File: config.mk
export PLATFORM = sky130hd
export DESIGN_NAME = kbd_seq_decoder
export DESIGN_NICKNAME = d
export VERILOG_FILES = /design/src/rtl/kbd_pkg.sv /design/src/rtl/kbd_skip_cnt.sv /design/src/rtl/kbd_prefix_fsm.sv /design/src/rtl/kbd_event_hold.sv /design/src/rtl/kbd_seq_decoder.sv
export SDC_FILE = /design/constraint.sdc
export NUM_CORES = 1
export LEC_CHECK = 0
export BUFFER_PORTS_ARGS = -buffer_cell sky130_fd_sc_hd__buf_2
export CAP_MARGIN = 5
export CORE_UTILIZATION = 45
export CTS_CLUSTER_SIZE = 16
export DETAILED_ROUTE_END_ITERATION = 12
export PLACE_DENSITY = 0.83
export RECOVER_POWER = 100
export SYNTH_ARGS = -nofsm -noshare
export SYNTH_HDL_FRONTEND = slang
export SYNTH_SLANG_ARGS = --single-unit
File: constraint.sdc
create_clock -name clk -period 1.31 [get_ports clk]
set_input_delay 0 -clock clk [delete_from_list [all_inputs] [get_ports clk]]
set_output_delay 0 -clock clk [all_outputs]
set_load 0.005 [all_outputs]
File: src/rtl/kbd_pkg.sv
// Shared definitions for the keystroke decoder.
// Assumes scan-code set 2 byte values for the three prefixes.
package kbd_pkg;
    localparam int CODE_W = 8;
    localparam logic [CODE_W-1:0] PFX_EXT   = 8'hE0;
    localparam logic [CODE_W-1:0] PFX_REL   = 8'hF0;
    localparam logic [CODE_W-1:0] PFX_PAUSE = 8'hE1;

    typedef enum logic [1:0] {
        ST_IDLE,
        ST_EXT,
        ST_REL,
        ST_EXT_REL
    } parse_st_t;

    typedef struct packed {
        logic [CODE_W-1:0] code;
        logic              ext;
        logic              brk;
    } key_evt_t;
endpackage

File: src/rtl/kbd_skip_cnt.sv
// Pause-sequence skipper: once loaded, swallows the next SKIP_LEN
// accepted bytes. Assumes load and step never happen in the same cycle
// for a byte other than the loading one (load wins).
module kbd_skip_cnt #(
    parameter int SKIP_LEN = 7
) (
    input  logic clk,
    input  logic rst_n,
    input  logic load,
    input  logic step,
    input  logic clear,
    output logic active
);
    localparam int CW = $clog2(SKIP_LEN + 1);

    logic [CW-1:0] remain;

    // Count down the bytes still to be discarded.
    always_ff @(posedge clk) begin
        if (!rst_n || clear) begin
            remain <= '0;
        end else if (load) begin
            remain <= CW'(SKIP_LEN);
        end else if (step && remain != '0) begin
            remain <= remain - CW'(1);
        end
    end

    assign active = (remain != '0);
endmodule

File: src/rtl/kbd_prefix_fsm.sv
// Prefix parser: tracks E0/F0 prefixes and flags a completed keystroke
// combinationally in the cycle its final byte is accepted.
// Assumes rx_valid/rx_err are single-cycle strobes; rx_err takes priority.
module kbd_prefix_fsm
    import kbd_pkg::*;
(
    input  logic              clk,
    input  logic              rst_n,
    input  logic [CODE_W-1:0] rx_byte,
    input  logic              rx_valid,
    input  logic              rx_err,
    input  logic              skipping,
    output logic              evt_valid,
    output key_evt_t          evt,
    output logic              pause_start
);
    parse_st_t st, st_nxt;
    logic      take;

    assign take = rx_valid && !rx_err && !skipping;

    // Decide the next parse state and whether this byte ends a keystroke.
    always_comb begin
        st_nxt      = st;
        evt_valid   = 1'b0;
        pause_start = 1'b0;
        evt.code    = rx_byte;
        evt.ext     = (st == ST_EXT) || (st == ST_EXT_REL);
        evt.brk     = (st == ST_REL) || (st == ST_EXT_REL);
        if (rx_err) begin
            st_nxt = ST_IDLE;
        end else if (take) begin
            if (rx_byte == PFX_PAUSE) begin
                pause_start = 1'b1;
                st_nxt      = ST_IDLE;
            end else begin
                unique case (st)
                    ST_IDLE: begin
                        if (rx_byte == PFX_EXT) begin
                            st_nxt = ST_EXT;
                        end else if (rx_byte == PFX_REL) begin
                            st_nxt = ST_REL;
                        end else begin
                            evt_valid = 1'b1;
                        end
                    end
                    ST_EXT: begin
                        if (rx_byte == PFX_REL) begin
                            st_nxt = ST_EXT_REL;
                        end else if (rx_byte != PFX_EXT) begin
                            evt_valid = 1'b1;
                            st_nxt    = ST_IDLE;
                        end
                    end
                    default: begin
                        if (rx_byte == PFX_EXT) begin
                            st_nxt = ST_IDLE;
                        end else if (rx_byte != PFX_REL) begin
                            evt_valid = 1'b1;
                            st_nxt    = ST_IDLE;
                        end
                    end
                endcase
            end
        end
    end

    // Hold the parse state between bytes.
    always_ff @(posedge clk) begin
        if (!rst_n) begin
            st <= ST_IDLE;
        end else begin
            st <= st_nxt;
        end
    end
endmodule

File: src/rtl/kbd_event_hold.sv
// Output holding register with a sticky new-key flag and overrun flag.
// Assumes ack is a level sampled each edge; a completing event wins over ack.
module kbd_event_hold
    import kbd_pkg::*;
(
    input  logic              clk,
    input  logic              rst_n,
    input  logic              evt_valid,
    input  key_evt_t          evt,
    input  logic              ack,
    output logic [CODE_W-1:0] key_code,
    output logic              key_ext,
    output logic              key_brk,
    output logic              new_key,
    output logic              overrun
);
    // Capture completed keystrokes and manage the handshake flags.
    always_ff @(posedge clk) begin
        if (!rst_n) begin
            key_code <= '0;
            key_ext  <= 1'b0;
            key_brk  <= 1'b0;
            new_key  <= 1'b0;
            overrun  <= 1'b0;
        end else if (evt_valid) begin
            key_code <= evt.code;
            key_ext  <= evt.ext;
            key_brk  <= evt.brk;
            new_key  <= 1'b1;
            overrun  <= new_key && !ack;
        end else if (ack) begin
            new_key  <= 1'b0;
            overrun  <= 1'b0;
        end
    end
endmodule

File: src/rtl/kbd_seq_decoder.sv
// Top of the keystroke decoder: prefix parser, pause skipper and
// output holding register. Assumes bytes arrive from a frame receiver
// as single-cycle strobes in the clk domain.
module kbd_seq_decoder
    import kbd_pkg::*;
#(
    parameter int SKIP_LEN = 7
) (
    input  logic              clk,
    input  logic              rst_n,
    input  logic [CODE_W-1:0] rx_byte,
    input  logic              rx_valid,
    input  logic              rx_err,
    input  logic              ack,
    output logic [CODE_W-1:0] key_code,
    output logic              key_ext,
    output logic              key_brk,
    output logic              new_key,
    output logic              overrun
);
    logic     evt_valid;
    key_evt_t evt;
    logic     pause_start;
    logic     skipping;

    kbd_prefix_fsm u_fsm (
        .clk        (clk),
        .rst_n      (rst_n),
        .rx_byte    (rx_byte),
        .rx_valid   (rx_valid),
        .rx_err     (rx_err),
        .skipping   (skipping),
        .evt_valid  (evt_valid),
        .evt        (evt),
        .pause_start(pause_start)
    );

    kbd_skip_cnt #(.SKIP_LEN(SKIP_LEN)) u_skip (
        .clk   (clk),
        .rst_n (rst_n),
        .load  (pause_start),
        .step  (rx_valid && !rx_err),
        .clear (rx_err),
        .active(skipping)
    );

    kbd_event_hold u_hold (
        .clk      (clk),
        .rst_n    (rst_n),
        .evt_valid(evt_valid),
        .evt      (evt),
        .ack      (ack),
        .key_code (key_code),
        .key_ext  (key_ext),
        .key_brk  (key_brk),
        .new_key  (new_key),
        .overrun  (overrun)
    );
endmodule

==> results.md, run 1 <==
* Yosys warnings at 0
* WP data required at 1530 ps
* Data arrival, critical path at 1590 ps
* Post-synthesis xor/xnor area fraction at 0
* Reg2reg start: u_skip.remain[1]
* Post-synthesis mux area share at 0.0909
* Rel. slew slack at 0.803
* IO Pins at 25
* Met3 usage at 0.0392
* Critical path class: primary input to flop
* # rows at 15
* Via density at 5.41
* RSZ-0062 raised after global routing: yes
* Die area at 2140 um^2
* GR Util met2 at 0.358
* H-tree depth at 1
* Remaining antenna violation count at 0
* Synthesized instance count at 96
* Largest family of logic cells by synthesized area: simple AND/OR/NAND/NOR gates
* Worst hold slack at 43.6 ps
* Max_cap viols at 0
* CTS Sinks at 17
* Per-cell routed wire length at 14.0 um
* Post-synth top area cell: dfxtp_1
* P&R area growth vs syn at 39.6%
* IO buf count at 24
* Async SR Flop Fraction at 0
* Vias at 888
* Synthesized cell area at 881 um^2
* Clock Path Buffers at 2
* Dpl hpwl at 1.44 mm
* Failing checks: setup timing
* Startpoint Class: primary input
* Initial Utilization at 0.494
* GR met1 Demand/Resource at 0.298
* CTS tree: built
* First-pass GRT wire length at 3.44 mm
* Synth area leaders: dfxtp_1, nand2_1, mux2i_1
* Final setup margin at -60.1 ps
* Final setup vio count at 10
* Compound-Gate Fraction of Synth Area at 0.128
* Share of the synthesized area in the top cell type at 0.386
* ANT cells at 0
* Largest net degree at the start of global routing at 17
* CP max stage cell: dlygate4sd3_1
* Global-route usage over all layers at 0.225
* Initial antenna violation count at 0
* Max Clk Rate at 0.730 GHz
* Final #Nets at 155
* Final period util at 1.05
* Drt total wl at 2.30 mm
* DR iter-0 viols at 32
* Slew @ Worst Pin at 291 ps
* Pins Over Slew Limit at 0
* Layout cells sized above 1 at 0.353
* Hold Crit Class: primary input to flop
* Gr busiest metal: met2
* Hold Vio Cnt, Final at 0
* Total CTS buffers at 3
* Die height at 46.2 um
* Status: finished with violations
* Worst-Skew Late Latency at 280 ps
* Netlist cell types at 33
* Grt total ovfl at 0
* Gp weighted congestion at 0.864
* Adder-Cell Fraction of Synth Area at 0.0284
* Die width at 46.2 um
* Clk_skew at 1.95 ps
* Static Leak at 0.000520 uW
* Worst path cell trace: dlygate4sd3_1, buf_2, and4bb_2, clkbuf_4, a31oi_4, buf_12, mux2i_1
* Syn_area_per_cell at 9.18 um^2
* Syn Nets at 111
* Cells after DPL at 148
* Fin crit period at 1370 ps
* Post-route insts no fill at 164
* CP Capture Type: flop
* CP max stage delay at 540 ps
* Vias in the first global route at 790
* Core area at 1780 um^2
* Pwr Total at 988 uW
* Critical Path Start: rx_byte[6]
* Crit path max fanout at 8
* Hold path start: rx_valid
* Power per cell area at 803 nW/um^2
* Drt drc at 0
* Post-synthesis sequential area ratio at 0.386
* Peak VDD IR at 536 uV
* Reg clk slew, reported paths at 100 ps
* Primary FF master, synth: dfxtp_1
* CTS root buf: clkbuf_4
* Flop and latch count out of synthesis at 17
* First drt pass iteration count at 5
* Synth Area in Simple Gates at 0.315
* EDFF count, synth at 0
-- cell type report --
type	instances	area, um^2
Timing Repair Buffer	43	298
Multi-Input combinational cell	72	520
Sequential cell	17	342
Inverter	3	11.3
Clock inverter	1	5.00
Clock buffer	3	22.5
Fill cell	129	553
Tap cell	25	31.3
-- flip-flops by register name (all words and copies together), names as in the netlist --
| signal | cells |
|---|---|
| u_hold.key_code | 8 |
| u_skip.remain | 3 |
| u_fsm.st | 2 |
| u_hold.key_brk | 1 |
| u_hold.key_ext | 1 |
| u_hold.new_key | 1 |
| u_hold.overrun | 1 |
-- synthesized netlist by cell type, types with 3 or more instances --
cell and count:
and3_1 3, dfxtp_1 17, inv_1 3, mux2i_1 8
nand2_1 24, nor2b_1 3
-- metrics by stage --
step / setup TNS (ps) / setup slack, ps / instance area (um^2) / utilization
floorplan: 0 / 3.66 / 895 / -
global placement: 0 / 12.2 / 1080 / 0.604
detailed placement: -234 / -36.7 / 1080 / 0.604
CTS: -101 / -18.8 / 1190 / 0.668
global route: -699 / -106 / 1230 / 0.690
finish: -345 / -60.1 / 1230 / 0.690
-- cells by family (layout without fill, tap and decap cells) --
| kind of cell | after synthesis | in the layout |
|---|---|---|
| buf+inv | 7 | 50 |
| simple gates | 48 | 48 |
| mux | 8 | 8 |
| fa+ha+maj | 2 | 2 |
| flops | 17 | 17 |
| compound gates | 14 | 14 |
-- worst paths after layout --
path / to / slack [ps] / depth (start not counted)
worst min register to register: u_hold.key_code[2] / 460 / 2
worst max register to register: u_fsm.st[0] / -50 / 5
worst max-delay path: u_hold.key_code[5] / -60 / 7
worst min-delay path: u_skip.remain[0] / 40 / 3
-- what timing repair did --
action | CTS | global route
gates cloned | 0 | 0
gates resized for setup | 2 | 4
hold buffers | 7 | 1
endpoints found under the hold margin | 7 | 1
setup buffers | 2 | 2
pin swaps | 2 | 4
setup endpoints to repair | 9 | 13
-- cell usage in the layout, fill, tap and decap left out, types with 2 or more instances in the layout --
cell	synthesis	routed
and3_1	3	3
a21oi_1	2	2
inv_2	0	2
buf_2	0	23
nor2b_1	3	3
a311oi_1	2	2
nand2b_1	2	2
nor2_1	2	2
nand2_1	24	24
o21a_1	2	2
clkbuf_4	0	4
nor4_1	2	2
mux2i_1	8	8
buf_4	0	8
nand3_1	2	2
dlygate4sd3_1	0	8
nand4_1	2	2
o21ai_1	2	2
dfxtp_1	17	16
-- metal layers --
| metal | wire length, um | part of all wire |
|---|---|---|
| met1 | 1030 | 0.45 |
| met4 | 64 | 0.028 |
| met5 | 0 | 0 |
| met2 | 1070 | 0.47 |
| met3 | 125 | 0.054 |
-- critical path, delay by kind of cell --
family,cells,cell delay [ps]
buf+inv,4,980
mux,1,190
simple gates,1,240
compound gates,1,170
-- report_power, final --
group / switching (uW) / leakage [uW] / internal, uW
Combinational: 83.1 / 0.000364 / 87.8
Clock: 165 / 0.0000177 / 113
Sequential: 7.21 / 0.000139 / 531
Total: 256 / 0.000520 / 732
Note: power is estimated with default switching activity, not from simulation.
==> inputs of run 2 (changes only) <==
--- a/config.mk
+++ b/config.mk
@@ -10,8 +10,10 @@
 export CORE_UTILIZATION = 45
 export CTS_CLUSTER_SIZE = 16
 export DETAILED_ROUTE_END_ITERATION = 12
+export GPL_TIMING_DRIVEN = 0
 export PLACE_DENSITY = 0.83
 export RECOVER_POWER = 100
+export SKIP_CTS_REPAIR_TIMING = 1
 export SYNTH_ARGS = -nofsm -noshare
 export SYNTH_HDL_FRONTEND = slang
 export SYNTH_SLANG_ARGS = --single-unit
==> constraint.sdc (replaced) <==
create_clock -name clk -period 1.31 [get_ports clk]
set_input_delay 0.1965 -clock clk [delete_from_list [all_inputs] [get_ports clk]]
set_output_delay 0.1965 -clock clk [all_outputs]
set_load 0.005 [all_outputs]
==> run 2 against run 1 <==
Effect of this change: the flow still finishes with violations (setup timing); routed wire length shrank 21%; sequential power hardly changed; combinational power fell by 15%; clock power grew 6%; fmax up 0.84%; hold slack better by 96 ps; setup slack improved by 11 ps; die area unchanged; critical path depth decreased by 2; critical endpoint is now u_fsm.st[0].
==> results.md, run 2 (same netlist as run 1, synthesis figures left out) <==
* Drt total wl at 1.82 mm (was 2.30 mm)
* Reg2reg start: u_skip.remain[0] (was u_skip.remain[1])
* Rel. slew slack at 0.709 (was 0.803)
* Initial Utilization at 0.494 (unchanged)
* Max Clk Rate at 0.736 GHz (was 0.730 GHz)
* Storage cell area at 343 um^2 (was 342 um^2)
* Startpoint Class: flop (was primary input)
* CTS tree: built (unchanged)
* Max_cap viols at 0 (unchanged)
* Vias in the first global route at 708 (was 790)
* P&R area growth vs syn at 27.7% (was 39.6%)
* Pwr Total at 979 uW (was 988 uW)
* Design area at 1120 um^2 (was 1230 um^2)
* Critical Path Start: u_skip.remain[0] (was rx_byte[6])
* Dpl hpwl at 1.31 mm (was 1.44 mm)
* Drt drc at 0 (unchanged)
* Commonest non-fill, non-tap cell in the layout: nand2_1 (unchanged)
* DR iter-0 viols at 13 (was 32)
* Remaining antenna violation count at 0 (unchanged)
* Slew @ Worst Pin at 437 ps (was 291 ps)
* Hold Path Depth at 3 (unchanged)
* ANT cells at 0 (unchanged)
* Worst-Skew Late Latency at 300 ps (was 280 ps)
* Die area at 2140 um^2 (unchanged)
* Peak VDD IR at 799 uV (was 536 uV)
* IO Pins at 25 (unchanged)
* Failing checks: setup timing (unchanged)
* Die width at 46.2 um (unchanged)
* Placed Area at 1050 um^2 (was 1080 um^2)
* Status: finished with violations (unchanged)
* Pre-CTS setup slack at -97.0 ps (was -36.7 ps)
* Final setup vio count at 10 (unchanged)
* Grt total ovfl at 0 (unchanged)
* WP data required at 1520 ps (was 1530 ps)
* Max reg flops at 8 (unchanged)
* Initial antenna violation count at 0 (unchanged)
* Most frequent cells in the layout: nand2_1, buf_2, dfxtp_1 (unchanged)
* Core area at 1780 um^2 (unchanged)
* CP Capture Type: flop (unchanged)
* Die height at 46.2 um (unchanged)
* Per-cell routed wire length at 12.0 um (was 14.0 um)
* Critical path class: flop to flop (was primary input to flop)
* # fillers at 163 (was 129)
* Flop2flop setup slack at -50 ps (about the same)
* Static Leak at 0.000455 uW (was 0.000520 uW)
* Crit path max fanout at 5 (was 8)
* Global-route usage over all layers at 0.188 (was 0.225)
* First-pass GRT wire length at 2.88 mm (was 3.44 mm)
* Reg clk slew, reported paths at 110 ps (was 100 ps)
* RSZ-0062 raised after global routing: yes (unchanged)
* Via density at 5.31 (was 5.41)
* IO buf count at 24 (unchanged)
* Largest reg by FF count: u_hold.key_code (unchanged)
* First drt pass iteration count at 4 (was 5)
* Hold path start: rx_byte[6] (was rx_valid)
* Final #Nets at 143 (was 155)
* Biggest regs: u_hold.key_code: 8 flops, u_skip.remain: 3 flops, u_fsm.st: 2 flops (unchanged)
* Reg2reg end: u_fsm.st[0] (unchanged)
* Largest net degree at the start of global routing at 12 (was 17)
* Final period util at 1.04 (was 1.05)
* Layout cells sized above 1 at 0.323 (was 0.353)
* Worst hold slack at 139 ps (was 43.6 ps)
* Data arrival, critical path at 1570 ps (was 1590 ps)
* Clock Path Buffers at 2 (unchanged)
* CTS root buf: clkbuf_4 (unchanged)
* H-tree depth at 1 (unchanged)
* Gp weighted congestion at 0.792 (was 0.864)
* Hold Vio Cnt, Final at 0 (unchanged)
* Hold EP: u_hold.key_code[6] (was u_skip.remain[0])
* Final setup margin at -48.7 ps (was -60.1 ps)
* FF-to-FF path depth at 5 (unchanged)
* Vias at 807 (was 888)
* Power per cell area at 871 nW/um^2 (was 803 nW/um^2)
* Clk_skew at 5.10 ps (was 1.95 ps)
* # rows at 15 (unchanged)
* Multi-input gate area at 519 um^2 (was 520 um^2)
* Pins Over Slew Limit at 0 (unchanged)
* Hold Crit Class: primary input to flop (unchanged)
* Total CTS buffers at 3 (unchanged)
* Fin crit period at 1360 ps (was 1370 ps)
* CTS Sinks at 17 (unchanged)
## run 2: changes by cell type in the layout (fill, tap and decap cells not counted), moves of 2 or more
cell,change
buf_2,-2
buf_4,-6
clkbuf_1,+3
dlygate4sd3_1,-8
## run 2: worst max-delay path, cell delays in order, from the launching register on
cell	delay, ps
dfxtp_2	370
inv_2	50
ha_4	170
and4bb_4	230
or3b_1	360
o311ai_2	90
## run 2: final cells by class
| cell class | instances | area share |
|---|---|---|
| clock inverters | 1 | 0.00667 |
| repair buffers | 27 | 0.139 |
| multi-input cells | 72 | 0.462 |
| clock buffers | 3 | 0.0200 |
| plain buffers | 4 | 0.0300 |
| flip-flops and latches | 17 | 0.305 |
| well taps | 25 | 0.0278 |
| inverters | 3 | 0.0100 |
## run 2: layer usage
layer	vias up	global-route usage	share of wire
met5	-	0	0
met4	0	0.106	0.023
met3	5	0.0275	0.021
met2	15	0.310	0.49
met1	378	0.232	0.47
li1	409	-	-
## run 2: worst max-delay path by stage
stage,end,cells past startpoint
6_report,u_fsm.st[0],5
5_1_grt,u_hold.overrun,6
4_1_cts,u_fsm.st[0],5
3_5_place_dp,u_fsm.st[0],5
3_3_place_gp,u_fsm.st[0],5
2_1_floorplan,u_fsm.st[0],5
## run 2: through the flow
step                      utilization  setup TNS, ps  std cells
final                           0.631           -269        152
after global routing            0.631           -930        152
after CTS                       0.604           -603        149
after detailed placement        0.587           -431        145
after global placement          0.587          -68.4        145
after floorplan                     -              0         96
## run 2: power breakdown
| part | switching [uW] | internal (uW) |
|---|---|---|
| logic | 73.7 | 70.8 |
| registers | 6.94 | 531 |
| clock network | 180 | 117 |
| total | 261 | 719 |
==> inputs of run 3 (changes only) <==
--- a/config.mk
+++ b/config.mk
@@ -7,11 +7,11 @@
 export LEC_CHECK = 0
 export BUFFER_PORTS_ARGS = -buffer_cell sky130_fd_sc_hd__buf_2
 export CAP_MARGIN = 5
-export CORE_UTILIZATION = 45
+export CORE_UTILIZATION = 49
 export CTS_CLUSTER_SIZE = 16
 export DETAILED_ROUTE_END_ITERATION = 12
 export GPL_TIMING_DRIVEN = 0
-export PLACE_DENSITY = 0.83
+export PLACE_DENSITY = 0.73
 export RECOVER_POWER = 100
 export SKIP_CTS_REPAIR_TIMING = 1
 export SYNTH_ARGS = -nofsm -noshare
==> constraint.sdc (replaced) <==
create_clock -name clk -period 1.5 [get_ports clk]
set_input_delay 0.225 -clock clk [delete_from_list [all_inputs] [get_ports clk]]
set_output_delay 0.225 -clock clk [all_outputs]
set_load 0.005 [all_outputs]
==> run 3 against run 2 <==
Effect of this change: the run now ends clean; combinational power shrank 21%; hold slack gained 36 ps; via count shrank 4.3%; flip-flop and latch count is the same; critical path type unchanged; largest power group unchanged.
==> results.md, run 3 (same netlist as run 1, synthesis figures left out) <==
* Die width at 44.4 um (was 46.2 um)
* Per-cell routed wire length at 11.3 um (was 12.0 um)
* Commonest non-fill, non-tap cell in the layout: nand2_1 (unchanged)
* IO Pins at 25 (unchanged)
* Pins Over Slew Limit at 0 (unchanged)
* Via density at 5.22 (was 5.31)
* P&R area growth vs syn at 21.2% (was 27.7%)
* Design area at 1070 um^2 (was 1120 um^2)
* Die area at 1970 um^2 (was 2140 um^2)
* IO buf count at 24 (unchanged)
* Initial antenna violation count at 0 (unchanged)
* Status: finished clean (was finished with violations)
* Multi-input gate area at 508 um^2 (was 519 um^2)
* Remaining antenna violation count at 0 (unchanged)
* H-tree depth at 1 (unchanged)
* Gp weighted congestion at 0.805 (was 0.792)
* Peak VDD IR at 586 uV (was 799 uV)
* Reg clk slew, reported paths at 100 ps (was 110 ps)
* # rows at 14 (was 15)
* Final setup vio count at 0 (was 10)
* Dpl hpwl at 1.31 mm (about the same)
* Max_cap viols at 0 (unchanged)
* Total CTS buffers at 3 (unchanged)
* # fillers at 131 (was 163)
* Global-route usage over all layers at 0.202 (was 0.188)
* Worst-Skew Late Latency at 290 ps (was 300 ps)
* Largest reg by FF count: u_hold.key_code (unchanged)
* Initial Utilization at 0.553 (was 0.494)
* Vias at 772 (was 807)
* WP data required at 1690 ps (was 1520 ps)
* Clk_skew at 7.63 ps (was 5.10 ps)
* Drt total wl at 1.68 mm (was 1.82 mm)
* Placed Area at 1030 um^2 (was 1050 um^2)
* CTS tree: built (unchanged)
* First-pass GRT wire length at 2.91 mm (was 2.88 mm)
* Rel. slew slack at 0.725 (was 0.709)
* Largest net degree at the start of global routing at 11 (was 12)
* Startpoint Class: flop (unchanged)
* CP Capture Type: flop (unchanged)
* CTS root buf: clkbuf_4 (unchanged)
* Worst hold slack at 175 ps (was 139 ps)
* First drt pass iteration count at 4 (unchanged)
* Layout cells sized above 1 at 0.258 (was 0.323)
* ANT cells at 0 (unchanged)
* Data arrival, critical path at 1610 ps (was 1570 ps)
* Max reg flops at 8 (unchanged)
* Core area at 1590 um^2 (was 1780 um^2)
* Post-route insts no fill at 148 (was 152)
* Vias in the first global route at 709 (was 708)
* Worst path cell trace: inv_1, ha_4, and4bb_4, or3b_1, o311ai_1 (was inv_2, ha_4, and4bb_4, or3b_1, o311ai_2)
* CTS Sinks at 17 (unchanged)
* Biggest regs: u_hold.key_code: 8 flops, u_skip.remain: 3 flops, u_fsm.st: 2 flops (unchanged)
* Static Leak at 0.000430 uW (was 0.000455 uW)
* DR iter-0 viols at 21 (was 13)
* Slew @ Worst Pin at 412 ps (was 437 ps)
* Grt total ovfl at 0 (unchanged)
* Fin crit period at 1420 ps (was 1360 ps)
* Max Clk Rate at 0.705 GHz (was 0.736 GHz)
* CP max stage cell: dfxtp_1 (was dfxtp_2)
* Crit path max fanout at 5 (unchanged)
* Die height at 44.4 um (was 46.2 um)
* Power per cell area at 777 nW/um^2 (was 871 nW/um^2)
* Final period util at 0.945 (was 1.04)
* Clock Path Buffers at 2 (unchanged)
* Hold Vio Cnt, Final at 0 (unchanged)
* Hold Crit Class: primary input to flop (unchanged)
* RSZ-0062 raised after global routing: no (was yes)
* Storage cell area at 342 um^2 (was 343 um^2)
* Cells after DPL at 144 (was 145)
* Final #Nets at 140 (was 143)
* Drt drc at 0 (unchanged)
* Critical path class: flop to flop (unchanged)
* Most frequent cells in the layout: nand2_1, buf_2, dfxtp_1 (unchanged)
* CP max stage delay at 360 ps (was 370 ps)
## run 3: metal layers
| metal | GRT usage | share of wire |
|---|---|---|
| met1 | 0.256 | 0.50 |
| met2 | 0.315 | 0.44 |
| met3 | 0.0245 | 0.027 |
| met4 | 0.145 | 0.032 |
| met5 | 0 | 0 |
## run 3: final timing paths
check                           cells after the start            endpoint  slack, ps               start
worst min-delay path                                3  u_hold.key_code[6]        170          rx_byte[6]
worst min register to register                      2  u_hold.key_code[0]        450  u_hold.key_code[0]
worst max-delay path                                5         u_fsm.st[0]         80    u_skip.remain[1]
worst max register to register                      5         u_fsm.st[0]         80    u_skip.remain[1]
## run 3: worst max-delay path, delay by kind of cell (launching register included)
kind / cells / cell delay (ps)
buffers and inverters: 1 / 90
DFF: 1 / 360
AOI/OAI and AO/OA: 1 / 100
adders and majority gates: 1 / 180
and+or+nand+nor: 2 / 580
## run 3: area by class of cell
type	count	area share
well taps	24	0.0281
repair buffers	24	0.108
inverters	3	0.0106
flip-flops and latches	17	0.320
plain buffers	4	0.0317
multi-input cells	72	0.476
clock inverters	1	0.00469
clock buffers	3	0.0211
## run 3: stage by stage
stage	worst slack, ps	TNS, ps	util	power [uW]
after floorplan	101	0	-	548
after global placement	1.78	0	0.647	594
after detailed placement	-23.1	-23.1	0.647	596
after CTS	-40.8	-40.8	0.664	842
after global routing	18.8	0	0.670	873
final	82.3	0	0.670	830
## run 3: report_power, final
part / internal [uW] / switching (uW) / total (uW)
logic: 53.7 / 60.9 / 115
clock network: 99.3 / 146 / 245
registers: 464 / 5.85 / 470
total: 617 / 213 / 830
